## src/rtl/pkt_page_mgr.sv

```systemverilog
module pkt_page_mgr #(
  parameter int NPAGE = 32,
  parameter int PW = $clog2(NPAGE),
  parameter int CW = $clog2(NPAGE + 1)
) (
  input  logic          clk,
  input  logic          rst_n,
  input  logic          cmd_valid,
  input  logic [2:0]    cmd_op,
  input  logic [PW-1:0] cmd_pkt,
  input  logic          auto_rel,
  input  logic          tx_done,
  input  logic          tx_ok,
  input  logic          cmp_pop,
  output logic [PW-1:0] alloc_pkt,
  output logic          alloc_fail,
  output logic [CW-1:0] free_cnt,
  output logic [PW-1:0] txq_head,
  output logic          txq_empty,
  output logic [PW-1:0] cmp_head,
  output logic          cmp_empty
);
  localparam logic [2:0] OP_ALLOC = 3'd1;
  localparam logic [2:0] OP_REL   = 3'd2;
  localparam logic [2:0] OP_ENQ   = 3'd3;
  localparam logic [2:0] OP_CLRQ  = 3'd4;
  localparam logic [CW-1:0] FULL  = CW'(NPAGE);

  logic [NPAGE-1:0] free_map, grant_mask, rel_mask;
  logic             pend, any_free;
  logic [PW-1:0]    low_free;

  logic [PW-1:0] tx_mem [NPAGE];
  logic [PW-1:0] cp_mem [NPAGE];
  logic [PW-1:0] tx_rd, tx_wr, cp_rd, cp_wr;
  logic [CW-1:0] tx_cnt, cp_cnt;

  wire is_alloc  = cmd_valid && cmd_op == OP_ALLOC;
  wire is_rel    = cmd_valid && cmd_op == OP_REL;
  wire is_enq    = cmd_valid && cmd_op == OP_ENQ;
  wire is_clr    = cmd_valid && cmd_op == OP_CLRQ;
  wire do_alloc  = is_alloc || pend;
  wire tx_pop    = tx_done && tx_cnt != '0;
  wire auto_free = tx_pop && auto_rel && tx_ok;
  wire tx_push   = is_enq && tx_cnt != FULL;
  wire cp_push   = tx_pop && !auto_free && cp_cnt != FULL;
  wire cp_take   = cmp_pop && cp_cnt != '0;

  assign any_free  = |free_map;
  assign txq_head  = tx_mem[tx_rd];
  assign cmp_head  = cp_mem[cp_rd];
  assign txq_empty = tx_cnt == '0;
  assign cmp_empty = cp_cnt == '0;

  function automatic logic [PW-1:0] nxt(input logic [PW-1:0] p);
    return (p == PW'(NPAGE - 1)) ? '0 : p + 1'b1;
  endfunction

  always_comb begin
    low_free = '0;
    for (int i = NPAGE - 1; i >= 0; i--)
      if (free_map[i]) low_free = PW'(i);
  end

  always_comb begin
    free_cnt = '0;
    for (int i = 0; i < NPAGE; i++)
      free_cnt = free_cnt + CW'(free_map[i]);
  end

  always_comb begin
    grant_mask = '0;
    rel_mask   = '0;
    if (do_alloc && any_free) grant_mask[low_free] = 1'b1;
    if (is_rel) rel_mask[cmd_pkt] = 1'b1;
    if (auto_free) rel_mask[txq_head] = 1'b1;
  end

  always_ff @(posedge clk) begin
    if (!rst_n) begin
      free_map   <= '1;
      pend       <= 1'b0;
      alloc_fail <= 1'b0;
      alloc_pkt  <= '0;
    end else begin
      free_map <= (free_map | rel_mask) & ~grant_mask;
      if (do_alloc) begin
        if (any_free) begin
          alloc_pkt  <= low_free;
          alloc_fail <= 1'b0;
          pend       <= 1'b0;
        end else begin
          alloc_fail <= 1'b1;
          pend       <= 1'b1;
        end
      end
    end
  end

  always_ff @(posedge clk) begin
    if (tx_push) tx_mem[tx_wr] <= cmd_pkt;
    if (cp_push) cp_mem[cp_wr] <= txq_head;
  end

  always_ff @(posedge clk) begin
    if (!rst_n || is_clr) begin
      tx_rd  <= '0;
      tx_wr  <= '0;
      tx_cnt <= '0;
      cp_rd  <= '0;
      cp_wr  <= '0;
      cp_cnt <= '0;
    end else begin
      if (tx_push) tx_wr <= nxt(tx_wr);
      if (tx_pop)  tx_rd <= nxt(tx_rd);
      tx_cnt <= tx_cnt + CW'(tx_push) - CW'(tx_pop);
      if (cp_push) cp_wr <= nxt(cp_wr);
      if (cp_take) cp_rd <= nxt(cp_rd);
      cp_cnt <= cp_cnt + CW'(cp_push) - CW'(cp_take);
    end
  end

  p_cnt_range_r1: assert property (@(posedge clk) disable iff (!rst_n)
    free_cnt <= FULL);

  p_grant_taken_r2: assert property (@(posedge clk) disable iff (!rst_n)
    (do_alloc && any_free) |=> (!alloc_fail && !free_map[alloc_pkt]));

  p_fail_hold_r3: assert property (@(posedge clk) disable iff (!rst_n)
    (alloc_fail && !any_free) |=> alloc_fail);

  p_fail_clear_r3: assert property (@(posedge clk) disable iff (!rst_n)
    (pend && any_free) |=> !alloc_fail);

  p_rel_ignored_r4: assert property (@(posedge clk) disable iff (!rst_n)
    (is_rel && free_map[cmd_pkt] && !do_alloc && !auto_free) |=> $stable(free_cnt));

  p_clear_queues_r8: assert property (@(posedge clk) disable iff (!rst_n)
    is_clr |=> (txq_empty && cmp_empty));

  p_auto_skip_r7: assert property (@(posedge clk) disable iff (!rst_n)
    (auto_free && !cp_take && !is_clr) |=> $stable(cp_cnt));
endmodule

```

## config.mk

```make
export PLATFORM = sky130hd
export DESIGN_NAME = pkt_page_mgr
export DESIGN_NICKNAME = d
export VERILOG_FILES = /design/src/rtl/pkt_page_mgr.sv
export SDC_FILE = /design/constraint.sdc
export NUM_CORES = 1
export LEC_CHECK = 0
export BUFFER_PORTS_ARGS = -buffer_cell sky130_fd_sc_hd__buf_2
export CORE_AREA = 4 4 174 176
export CTS_CLUSTER_DIAMETER = 40
export CTS_CLUSTER_SIZE = 24
export DETAILED_ROUTE_END_ITERATION = 8
export DIE_AREA = 0 0 178 180
export GPL_TIMING_DRIVEN = 0
export PLACE_DENSITY = 0.8
export SYNTH_ARGS = -nofsm -noshare
export SYNTH_HDL_FRONTEND = slang
export SYNTH_SLANG_ARGS = --single-unit
```

## constraint.sdc

```tcl
create_clock -name clk -period 7.05 [get_ports clk]
set_input_delay 1.41 -clock clk [delete_from_list [all_inputs] [get_ports clk]]
set_output_delay 1.41 -clock clk [all_outputs]
set_load 0.005 [all_outputs]
```

# After elaboration in Yosys (flattened, before gate mapping)
# Memory sizes are Yosys's and may differ from the RTL's. A register that Yosys moved wholly into a read port is not among the register bits.
# Index checks and enable logic that the tools add are counted.
# word_totals
out_inout_bits	24
input_bits	15
ram_bits	320
memories	2
word_cells	149
reg_bits	70
# op_classes
magnitude_cmp	6
mux	54
reduce_logical	25
n_bitwise	4
n_eq_ne	10
n_addsub	39
# mem_list
memory	words	width	rd	rd_ports_with_merged_regs	write_ports	line_no	rtl
cp_mem	32	5	1	1	1	34	logic [PW-1:0] cp_mem [NPAGE];
tx_mem	32	5	1	1	1	33	logic [PW-1:0] tx_mem [NPAGE];
# ops
op	n
$mux 5	40
$add 6x1->6	28
$mux 32	3
$or 32x32->32	2
$and 32x32->32	1
$not 32->32	1
$reduce_or 32->1	1
$add 5x1->5 const B	4
$eq 5x5->1 const B	4
$lt 5x6->1 const B	3
$demux 1 s5	3
$ge 5x1->1 const B	3
$logic_and 1x1->1	15
$logic_not 6->1	2
$ne 6x6->1 const B	2
$reduce_bool 6->1	2
$sub 6x1->6	2
$mux 1	8
$add 5x1->6	1
$eq 3x2->1 const B	2
$add 4x1->5	1
$add 3x1->4	1
$add 2x1->3	1
$eq 3x1->1 const B	1
5 further kinds	7

# Depth between registers and ports, before layout
# Gate-level depths: netlist of the first run.
# depth
ltp_word	39
depth_mapped	18
depth_no_buf	18

# Least setup slack after synthesis of the first run
# OpenSTA, ideal clock, no wires.
# synth_path
path_type	reg-to-output
start	register free_map[23]
end	output free_cnt[5]
stages_incl_launch_ff	16
t_required_ns	5.640
path_buffers	0
t_arrival_ns	4.357
slack_ns	1.283
cell_sequence	dfxtp_1 -> inv_1 -> fa_1 -> fa_1 -> inv_1 -> fa_1 -> fa_1 -> inv_1 -> fa_1 -> fa_1 -> inv_1 -> ha_1 -> a21o_1 -> a21oi_1 -> nor2b_1 -> o21a_1
# synth_via
elab_chain_len	9
# synth_rtl
element	line_no	rtl
from (decl)	29	logic [NPAGE-1:0] free_map, grant_mask, rel_mask;
from (signal assigned)	86	free_map <= (free_map | rel_mask) & ~grant_mask;
$add 6x1->6 (9 in series)	68	free_cnt = free_cnt + CW'(free_map[i]);
to (decl)	17	output logic [CW-1:0] free_cnt,
# No other way between the ends.

# Worst setup path after layout of the first run
# layout_path
start	register free_map[7]
end	output free_cnt[5]
# layout_via
elab_chain_len	25
# layout_rtl
element	line_no
$add 6x1->6 (25 in series)	68
# No other way between the ends.

==> impl_results.md, run 1 <==
* Status: completed
* Net switching power at 1.701 mW
* Endpoint type of the worst setup path: output port
* # DRC at 0
* Max Cap Viol at 0
* Fraction of layout cells with a size suffix above 1 at 16.10%
* CTS sink cnt at 400
* Synthesis-stage register bit count at 400
* Total gr overflow at 0
* Starting Density at 62.75%
* Main synth FF type: edfxtp_1
* Post-synth cell types at 73
* Final min period at 6.737 ns
* Final Hold Viols at 0
* Post-synth ARST share at 0%
* TritonCTS clock tree: done
* EDFF count, synth at 320
* P per Cell Area at 303.0 nW/um2
* Netlist Area Pre-Place at 17960 um2
* Slew HR at 15.90%
* Routability cong. at 0.9153
* CP Capture Point: free_cnt[5]
* Worst vdd ir at 0.3741 mV
* Setup TNS at 0 ns
* Post-route clock period utilization at 95.56%
* Cell Int Power at 4.406 mW
* Worst-path clk slew at 0.06 ns
* # resized after CTS at 0
* DR vias/cell at 6.509
* Seq pwr share at 44.6%
* Final setup fails at 0
* Fillers at 1782
* Die area at 32040 um2
* DR iter-0 viols at 1457
* Largest cells by area after synthesis: edfxtp_1 (53%), dfxtp_1 (8.9%), mux4_2 (7.9%), fa_1 (2.9%), ha_1 (2.8%)
* Syn nets at 1320
* H-Tree Level Count at 2
* Yosys top cell area share at 53.49%
* Number of cell rows at 62
* Gate power share at 17.0%
* TritonCTS Buffers at 44
* Arr. time, crit path at 5.33 ns
* First-pass DRT Iterations at 5
* Fmax at 148.4 MHz
* Crit Path Class: reg -> out
* R2r setup slk at 3.07 ns
* Vias at 11.35k
* Class of the worst hold path: reg -> reg
* Core area at 28630 um2
* Worst Path Required at 5.64 ns
* Clk network pwr share at 38.3%
* R2R depth at 8
* Clk_skew at 0.03179 ns
* RR Endpoint: free_map[25]
* DR WL/cell at 24.43 um
* Drt total wl at 42600 um
* Hold WS at 0.4580 ns
* Synth area leader: edfxtp_1
* P_leak at 6.658 nW
* Sw Ratio at 27.85%
* Crit. Startpoint: free_map[7]
* Final net count at 1405
* Antenna violations before repair at 0
* Synth warnings at 0
* Syn avg cell area at 14.50 um2
* Detailed Place HPWL at 28220 um
* Seq/Total Area, Yosys at 62.41%
* Root buf cell: clkbuf_16
* Most frequent cells in the layout: edfxtp_1 (320), nor2_1 (121), dfxtp_1 (80)
* Least-Margin Pin Slew at 1.252 ns
* Unrepaired setup endpoints after global routing: false
* Port Buffer Count at 38
* N_diodes at 0
* Vias in the first global route at 11.39k
* CP Launch Type: flop
* Die X at 178 um
* Commonest non-fill, non-tap cell in the layout: edfxtp_1
* Number of setup buffers added after CTS at 0
* First-pass GRT wire length at 66670 um
* Die H at 180 um
* Largest net degree at the start of global routing at 43
* Slew Limit Fails at 0
* Critical Path Fanout Max at 5
* Synth-to-Final Area Change at 12.20%
* Post-route ant nets at 0
* Synth Instances at 1239
* GRT Util Overall at 26.82%
* Hold-fix buffers, CTS at 0
* Deepest clock path buffer count at 3
* Clk_lat worst skew at 0.56 ns
* I/O Pins at 39
-- layer usage --
metal | up-vias | track usage [%] | wire (um) | part of all wire (%)
li1 | 4960 | - | - | -
met1 | 5670 | 37.17 | 16700 | 39
met2 | 607 | 44.09 | 21130 | 50
met3 | 115 | 4.370 | 3342 | 7.8
met4 | 0 | 8.447 | 1423 | 3.3
met5 | - | 0 | 0 | 0
-- stage by stage --
step | instance area (um2) | utilization (%) | power [mW] | setup slack [ns] | cells
3_5_place_dp | 18640 | 65.12 | 3.797 | 0.8783 | 1662
2_1_floorplan | 17960 | - | 3.475 | 1.283 | 1239
3_3_place_gp | 18630 | 65.10 | 3.748 | 0.9633 | 1661
4_1_cts | 20160 | 70.41 | 6.115 | 0.3286 | 1744
6_report | 20160 | 70.41 | 6.107 | 0.3131 | 1744
5_1_grt | 20160 | 70.41 | 6.342 | 0.07461 | 1744
-- layout make-up --
class	instances	area [um2]	share of cell area, %
flip-flops and latches	400	11210	55.62
multi-input cells	703	6192	30.72
clock buffers	51	1170	5.804
well taps	384	480.5	2.384
clock inverters	31	344.1	1.707
inverters	82	307.8	1.527
plain buffers	54	255.2	1.266
repair buffers	39	195.2	0.9684
-- how the worst min path moves through the flow --
stage | from | endpoint | depth (start not counted)
finish | alloc_pkt[2] | alloc_pkt[2] | 2
detailed placement | alloc_pkt[2] | alloc_pkt[2] | 2
global route | alloc_pkt[2] | alloc_pkt[2] | 2
global placement | alloc_pkt[0] | alloc_pkt[0] | 2
floorplan | alloc_pkt[3] | alloc_pkt[3] | 2
CTS | alloc_pkt[2] | alloc_pkt[2] | 2
-- worst max-delay path: stages (launching register included) --
cell     delay [ns]
dfxtp_1        0.46
inv_1          0.11
fa_1           0.57
fa_1           0.48
fa_1           0.44
fa_1           0.50
fa_1           0.53
fa_1           0.60
inv_1          0.06
ha_1           0.29
a21o_1         0.16
a21oi_1        0.24
nor2b_1        0.08
o21a_1         0.16
buf_2          0.12
-- flip-flops by register name, summed over array words and instances (netlist names), named ones only --
signal     flops
cp_rd          5
alloc_pkt      5
tx_rd          5
tx_wr          5
cp_wr          5
pend           1
free_map      32
cp_mem       160
tx_mem       160
tx_cnt         6
cp_cnt         6
-- power by group through the flow --
| stage | logic, mW | clock network (mW) | registers [mW] |
|---|---|---|---|
| 4_1_cts | 1.04 | 2.35 | 2.73 |
| 6_report | 1.04 | 2.34 | 2.73 |
| 3_3_place_gp | 0.976 | 0 | 2.77 |
| 2_1_floorplan | 0.713 | 0 | 2.76 |
| 3_5_place_dp | 1.02 | 0 | 2.78 |
| 5_1_grt | 1.15 | 2.46 | 2.73 |
-- Yosys cell counts, drive strengths merged (4+ instances only) --
cell	n
nand4	33
or4	5
xor2	4
nand2b	6
mux2	10
o22a	4
ha	40
a211oi	23
nand3b	13
a32oi	7
a21oi	42
mux4	70
fa	26
o31ai	5
xnor2	7
nand3	18
inv	80
edfxtp	320
nor3b	7
nor2b	8
and3	5
o32a	5
nor4	17
clkbuf	33
o21ai	16
a22o	4
a31oi	5
nor2	122
a22oi	24
dfxtp	80
o211ai	4
nand2	54
mux2i	45
a21o	6
nor3	24
buf	21
or3	5
-- cells by family after synthesis --
family,count (synthesis),synth area share (%)
xor+xnor,11,0.5363
compound gates,166,6.589
fa+ha+maj,66,5.684
mux,125,12.06
buf+inv,136,3.127
simple gates,335,9.598
flops,400,62.41
Note: power is estimated with default switching activity, not from simulation.
==> inputs of run 2 (changes only) <==
CORE_AREA = 4 4 217 219   (was 4 4 174 176)
DIE_AREA = 0 0 221 223   (was 0 0 178 180)
PLACE_DENSITY = not set   (was 0.8)
clock period = 7.8 ns   (was 7.05 ns; I/O delays follow)
==> run 2 against run 1 <==
Effect of this change:
- clock-buffer cell count up 2
- via count shrank 3.9%
- die area up 54%
- clock skew fell by 0.00060 ns
- first-iteration DRC count is 24% lower
- sequential power fell by 9.9%
- cell area rose by 2.6%
- global-route usage down 9.7 points
- wire length fell by 0.20%
- sequential cell count is the same
==> impl_results.md, run 2 (synthesized netlist as in run 1, its figures left out) <==
* Status: completed
* Root buf cell: clkbuf_16
* Net switching power at 1.571 mW
* TritonCTS Buffers at 49
* Post-route ant nets at 0
* Endpoint type of the worst setup path: output port
* First-pass DRT Iterations at 5
* H-Tree Level Count at 2
* Worst Path Required at 6.24 ns
* Hold-fix buffers, CTS at 0
* GRT Util Overall at 17.07%
* Most frequent cells in the layout: edfxtp_1 (320), nor2_1 (121), dfxtp_1 (80)
* Port Buffer Count at 38
* Final setup fails at 0
* CTS sink cnt at 400
* Least-Margin Pin Slew at 1.221 ns
* # resized after CTS at 0
* Number of setup buffers added after CTS at 0
* CP Launch Type: flop
* Vias in the first global route at 10.76k
* Deepest clock path buffer count at 3
* Critical Path Fanout Max at 5
* # DRC at 0
* Total gr overflow at 0
* DR vias/cell at 5.538
* First-pass GRT wire length at 65910 um
* I/O Pins at 39
* Final Hold Viols at 0
* Starting Density at 39.84%
* Hold WS at 0.4555 ns
* Fraction of layout cells with a size suffix above 1 at 17.01%
* Clk network pwr share at 41.6%
* Vias at 10.91k
* Max Cap Viol at 0
* TritonCTS clock tree: done
* Cell Int Power at 4.229 mW
* Setup TNS at 0 ns
* Routability cong. at 0.8653
* R2r setup slk at 3.71 ns
* Clk_skew at 0.03119 ns
* Fmax at 142.0 MHz
* Detailed Place HPWL at 28830 um
* Post-route clock period utilization at 90.30%
* Worst-path clk slew at 0.05 ns
* Top Registers: cp_mem: 160 flops, tx_mem: 160 flops, free_map: 32 flops
* Seq pwr share at 42.4%
* Worst vdd ir at 0.1673 mV
* Die area at 49280 um2
* Fillers at 4004
* Slew HR at 18.00%
* Unrepaired setup endpoints after global routing: false
* Class of the worst hold path: reg -> reg
* Arr. time, crit path at 5.48 ns
* N_diodes at 0
* Slew Limit Fails at 0
* Commonest non-fill, non-tap cell in the layout: edfxtp_1
* Synth-to-Final Area Change at 15.15%
* Sw Ratio at 27.09%
* Core area at 45090 um2
* P_leak at 6.783 nW
* Antenna violations before repair at 0
* Gate power share at 16.0%
* Final net count at 1410
* Die H at 223 um
* Final min period at 7.044 ns
* Crit Path Class: reg -> out
* DR WL/cell at 21.58 um
* Number of cell rows at 78
* Drt total wl at 42510 um
* Die X at 221 um
* Multi-input gate area at 6192 um2
* P per Cell Area at 280.4 nW/um2
* Largest net degree at the start of global routing at 43
* DR iter-0 viols at 1106
* Flip-flop and latch area at 11210 um2
* Clk_lat worst skew at 0.59 ns
## run 2: changes by cell type in the layout (fill, tap and decap cells not counted), moves of 2 or more
| cell | before | now |
|---|---|---|
| clkinv_2 | 2 | 4 |
| clkinv_1 | 5 | 3 |
| clkbuf_1 | 36 | 34 |
| clkbuf_16 | 46 | 49 |
| bufinv_16 | 2 | 7 |
| inv_16 | 2 | 0 |
| inv_8 | 2 | 5 |
## run 2: worst paths after layout
path,from,depth (start not counted),end
min reg2reg,alloc_pkt[3],2,alloc_pkt[3]
max,free_map[23],16,free_cnt[5]
max reg2reg,flop,8,free_map[29]
min,alloc_pkt[3],2,alloc_pkt[3]
## run 2: critical path, stage by stage (launching register included)
cell	delay, ns
dfxtp_1	0.45
inv_1	0.12
fa_1	0.50
fa_1	0.50
inv_1	0.05
fa_1	0.41
fa_1	0.56
inv_1	0.05
fa_1	0.48
fa_1	0.60
inv_1	0.06
ha_1	0.28
a21o_1	0.16
a21oi_1	0.32
nor2b_1	0.09
o21a_1	0.17
buf_2	0.12
## run 2: layer usage
metal  wire, um  track usage, %  up-vias
met1      18480           24.09     5428
met2      20020           27.29      419
met4       1149           5.315        0
li1           -               -     4979
met3       2859           2.947       84
met5          0               0        -
## run 2: layout make-up
type                            count  share of cell area (%)
Sequential cell                   400                   54.20
Multi-Input combinational cell    703                   29.94
Buffer                             54                   1.234
Tap cell                          600                   3.629
Clock buffer                       53                   6.049
Inverter                           82                   1.488
Timing Repair Buffer               39                  0.9739
Clock inverter                     39                   2.492
## run 2: power by group through the flow
stage	Sequential [mW]	Combinational, mW	Clock (mW)
2_1_floorplan	2.50	0.644	0
3_3_place_gp	2.51	0.921	0
3_5_place_dp	2.51	0.940	0
4_1_cts	2.46	0.944	2.46
5_1_grt	2.47	1.02	2.55
6_report	2.46	0.927	2.41
## run 2: through the flow
stage | instance area, um2 | util, % | std cells | worst slack, ns | total power, mW
floorplan | 17960 | - | 1239 | 1.883 | 3.141
global placement | 18900 | 41.93 | 1877 | 1.439 | 3.429
detailed placement | 18920 | 41.96 | 1878 | 1.369 | 3.450
CTS | 20680 | 45.88 | 1970 | 0.7389 | 5.864
global route | 20680 | 45.88 | 1970 | 0.5273 | 6.045
finish | 20680 | 45.88 | 1970 | 0.7562 | 5.801
==> inputs of run 3 (changes only) <==
CELL_PAD_IN_SITES_DETAIL_PLACEMENT = 0   (was not set)
CELL_PAD_IN_SITES_GLOBAL_PLACEMENT = 2   (was not set)
PLACE_DENSITY_LB_ADDON = 0.1   (was not set)
==> run 3 against run 2 <==
Effect of this change:
- sequential share of layout area fell by 1.2 points
- clock-buffer cell count rose by 20
- register-to-register slack better by 0.02 ns
- wire length is 9.7% higher
- largest power group is now clock
- total power rose by 8.5%
- first-iteration DRC count shrank 24%
- sequential cell count stayed put
==> impl_results.md, run 3 (synthesized netlist as in run 1, its figures left out) <==
* Hold endpoint: alloc_pkt[0]
* Final net count at 1427
* Number of cell rows at 78
* # DRC at 0
* RR Endpoint: free_map[5]
* First-pass DRT Iterations at 5
* Largest net degree at the start of global routing at 43
* N_diodes at 0
* Placed Cells at 1878
* CP Launch Type: flop
* Routability cong. at 0.8210
* Vias in the first global route at 11.18k
* Final min period at 6.962 ns
* Die H at 223 um
* Arr. time, crit path at 5.40 ns
* Unrepaired setup endpoints after global routing: false
* DR iter-0 viols at 846
* Class of the worst hold path: reg -> reg
* Final WS setup at 0.8376 ns
* First-pass GRT wire length at 70810 um
* CTS sink cnt at 400
* Clk_skew at 0.02765 ns
* Total gr overflow at 0
* Post-route clock period utilization at 89.26%
* R2R depth at 8
* Slew HR at 8.191%
* P_leak at 6.990 nW
* Hold-fix buffers, CTS at 0
* Die X at 221 um
* GRT Util Overall at 19.02%
* Slew Limit Fails at 0
* H-Tree Level Count at 3
* # resized after CTS at 0
* Final Hold Viols at 0
* Least-Margin Pin Slew at 1.367 ns
* Crit Path Class: reg -> out
* Max Cap Viol at 0
* Top Registers: cp_mem: 160 flops, tx_mem: 160 flops, free_map: 32 flops
* Detailed Place HPWL at 31360 um
* Max incr delay on CP at 0.61 ns
* Synth-to-Final Area Change at 17.67%
* Setup TNS at 0 ns
* DR vias/cell at 5.430
* I/O Pins at 39
* Flip-flop and latch area at 11210 um2
* TritonCTS Buffers at 66
* Fraction of layout cells with a size suffix above 1 at 18.40%
* Critical hold path startpoint: alloc_pkt[0]
* Status: completed
* Number of setup buffers added after CTS at 0
* Worst hold path cell count at 2
* Fmax at 143.6 MHz
* Critical Path Fanout Max at 5
* Starting Density at 39.84%
* Multi-input gate area at 6192 um2
* Cell-by-cell listing of the critical path: inv_1 -> fa_1 -> fa_1 -> inv_1 -> fa_1 -> fa_1 -> inv_1 -> fa_1 -> fa_1 -> inv_1 -> ha_1 -> a21o_1 -> a21oi_1 -> nor2b_1 -> o21a_1 -> buf_2
* R2r setup slk at 3.73 ns
* Worst-path clk slew at 0.05 ns
* Vias at 10.84k
* Antenna violations before repair at 1
* Endpoint type of the worst setup path: output port
* Most frequent cells in the layout: edfxtp_1 (320), nor2_1 (121), dfxtp_1 (80)
* Worst Path Required at 6.24 ns
* Root buf cell: clkbuf_16
* Deepest clock path buffer count at 3
* DR WL/cell at 23.35 um
* Drt total wl at 46640 um
* Fillers at 3997
* Non-Filler Instances at 1997
* TritonCTS clock tree: done
* Most common cell on crit path: fa_1
* Worst vdd ir at 0.2003 mV
* Post-route ant nets at 0
* Crit-path slowest cell: fa_1
* Dpl ws at 1.427 ns
* Commonest non-fill, non-tap cell in the layout: edfxtp_1
* Clk_lat worst skew at 0.59 ns
* P per Cell Area at 297.7 nW/um2
* Die area at 49280 um2
* Final setup fails at 0
* Core area at 45090 um2
* Port Buffer Count at 38
-- run 3: cell types whose count changed in the layout (fill, tap and decap cells not counted), moves of 2 or more --
| cell | previous run | this run |
|---|---|---|
| bufinv_16 | 7 | 5 |
| clkbuf_16 | 49 | 69 |
| clkinv_1 | 3 | 5 |
| clkinv_4 | 5 | 7 |
| clkinv_8 | 5 | 1 |
| clkinvlp_4 | 4 | 10 |
| inv_6 | 8 | 12 |
| inv_8 | 5 | 3 |
-- run 3: metrics by stage --
| step | util, % | instance area [um2] | hold slack, ns | power, mW |
|---|---|---|---|---|
| 5_1_grt | 46.88 | 21140 | 0.4760 | 6.560 |
| 3_3_place_gp | 41.93 | 18900 | 0.4439 | 3.447 |
| 3_5_place_dp | 41.96 | 18920 | 0.4513 | 3.464 |
| 4_1_cts | 46.88 | 21140 | 0.4584 | 6.369 |
| 2_1_floorplan | - | 17960 | 0.4482 | 3.141 |
| 6_report | 46.88 | 21140 | 0.4533 | 6.292 |
-- run 3: critical path: cells and delay by family (launching register included) --
kind,cells,cell delay (ns)
simple gates,1,0.08
buf+inv,5,0.41
fa+ha+maj,7,3.28
compound gates,3,0.61
flops,1,0.46
-- run 3: per-layer routing --
layer  part of all wire, %  routed length [um]  GRT usage, %  up-vias
met5                     0                   0             0        -
met4                   2.8                1286         5.859        0
met3                   4.7                2177         4.066       81
met2                    47               22150         30.63      259
met1                    45               21020         26.14     5478
li1                      -                   -             -     5025
-- run 3: where the power goes --
group	switching, mW	internal, mW
clock network	1.08	1.81
logic	0.578	0.360
registers	0.0345	2.43
total	1.69	4.60
-- run 3: worst max-delay path by stage --
stage	endpoint	start	depth (start not counted)	slack [ns]
4_1_cts	free_cnt[5]	free_map[23]	16	0.81
3_5_place_dp	free_cnt[5]	free_map[23]	16	1.43
5_1_grt	free_cnt[4]	free_map[23]	18	0.61
3_3_place_gp	free_cnt[5]	free_map[23]	16	1.41
6_report	free_cnt[5]	free_map[23]	16	0.84
2_1_floorplan	free_cnt[5]	free_map[23]	15	1.88
-- run 3: area by class of cell --
| cell class | instances | area share [%] |
|---|---|---|
| Sequential cell | 400 | 53.04 |
| Multi-Input combinational cell | 703 | 29.29 |
| Clock buffer | 73 | 8.240 |
| Tap cell | 600 | 3.552 |
| Clock inverter | 46 | 2.261 |
| Inverter | 82 | 1.456 |
| Buffer | 54 | 1.208 |
| Timing Repair Buffer | 39 | 0.9530 |
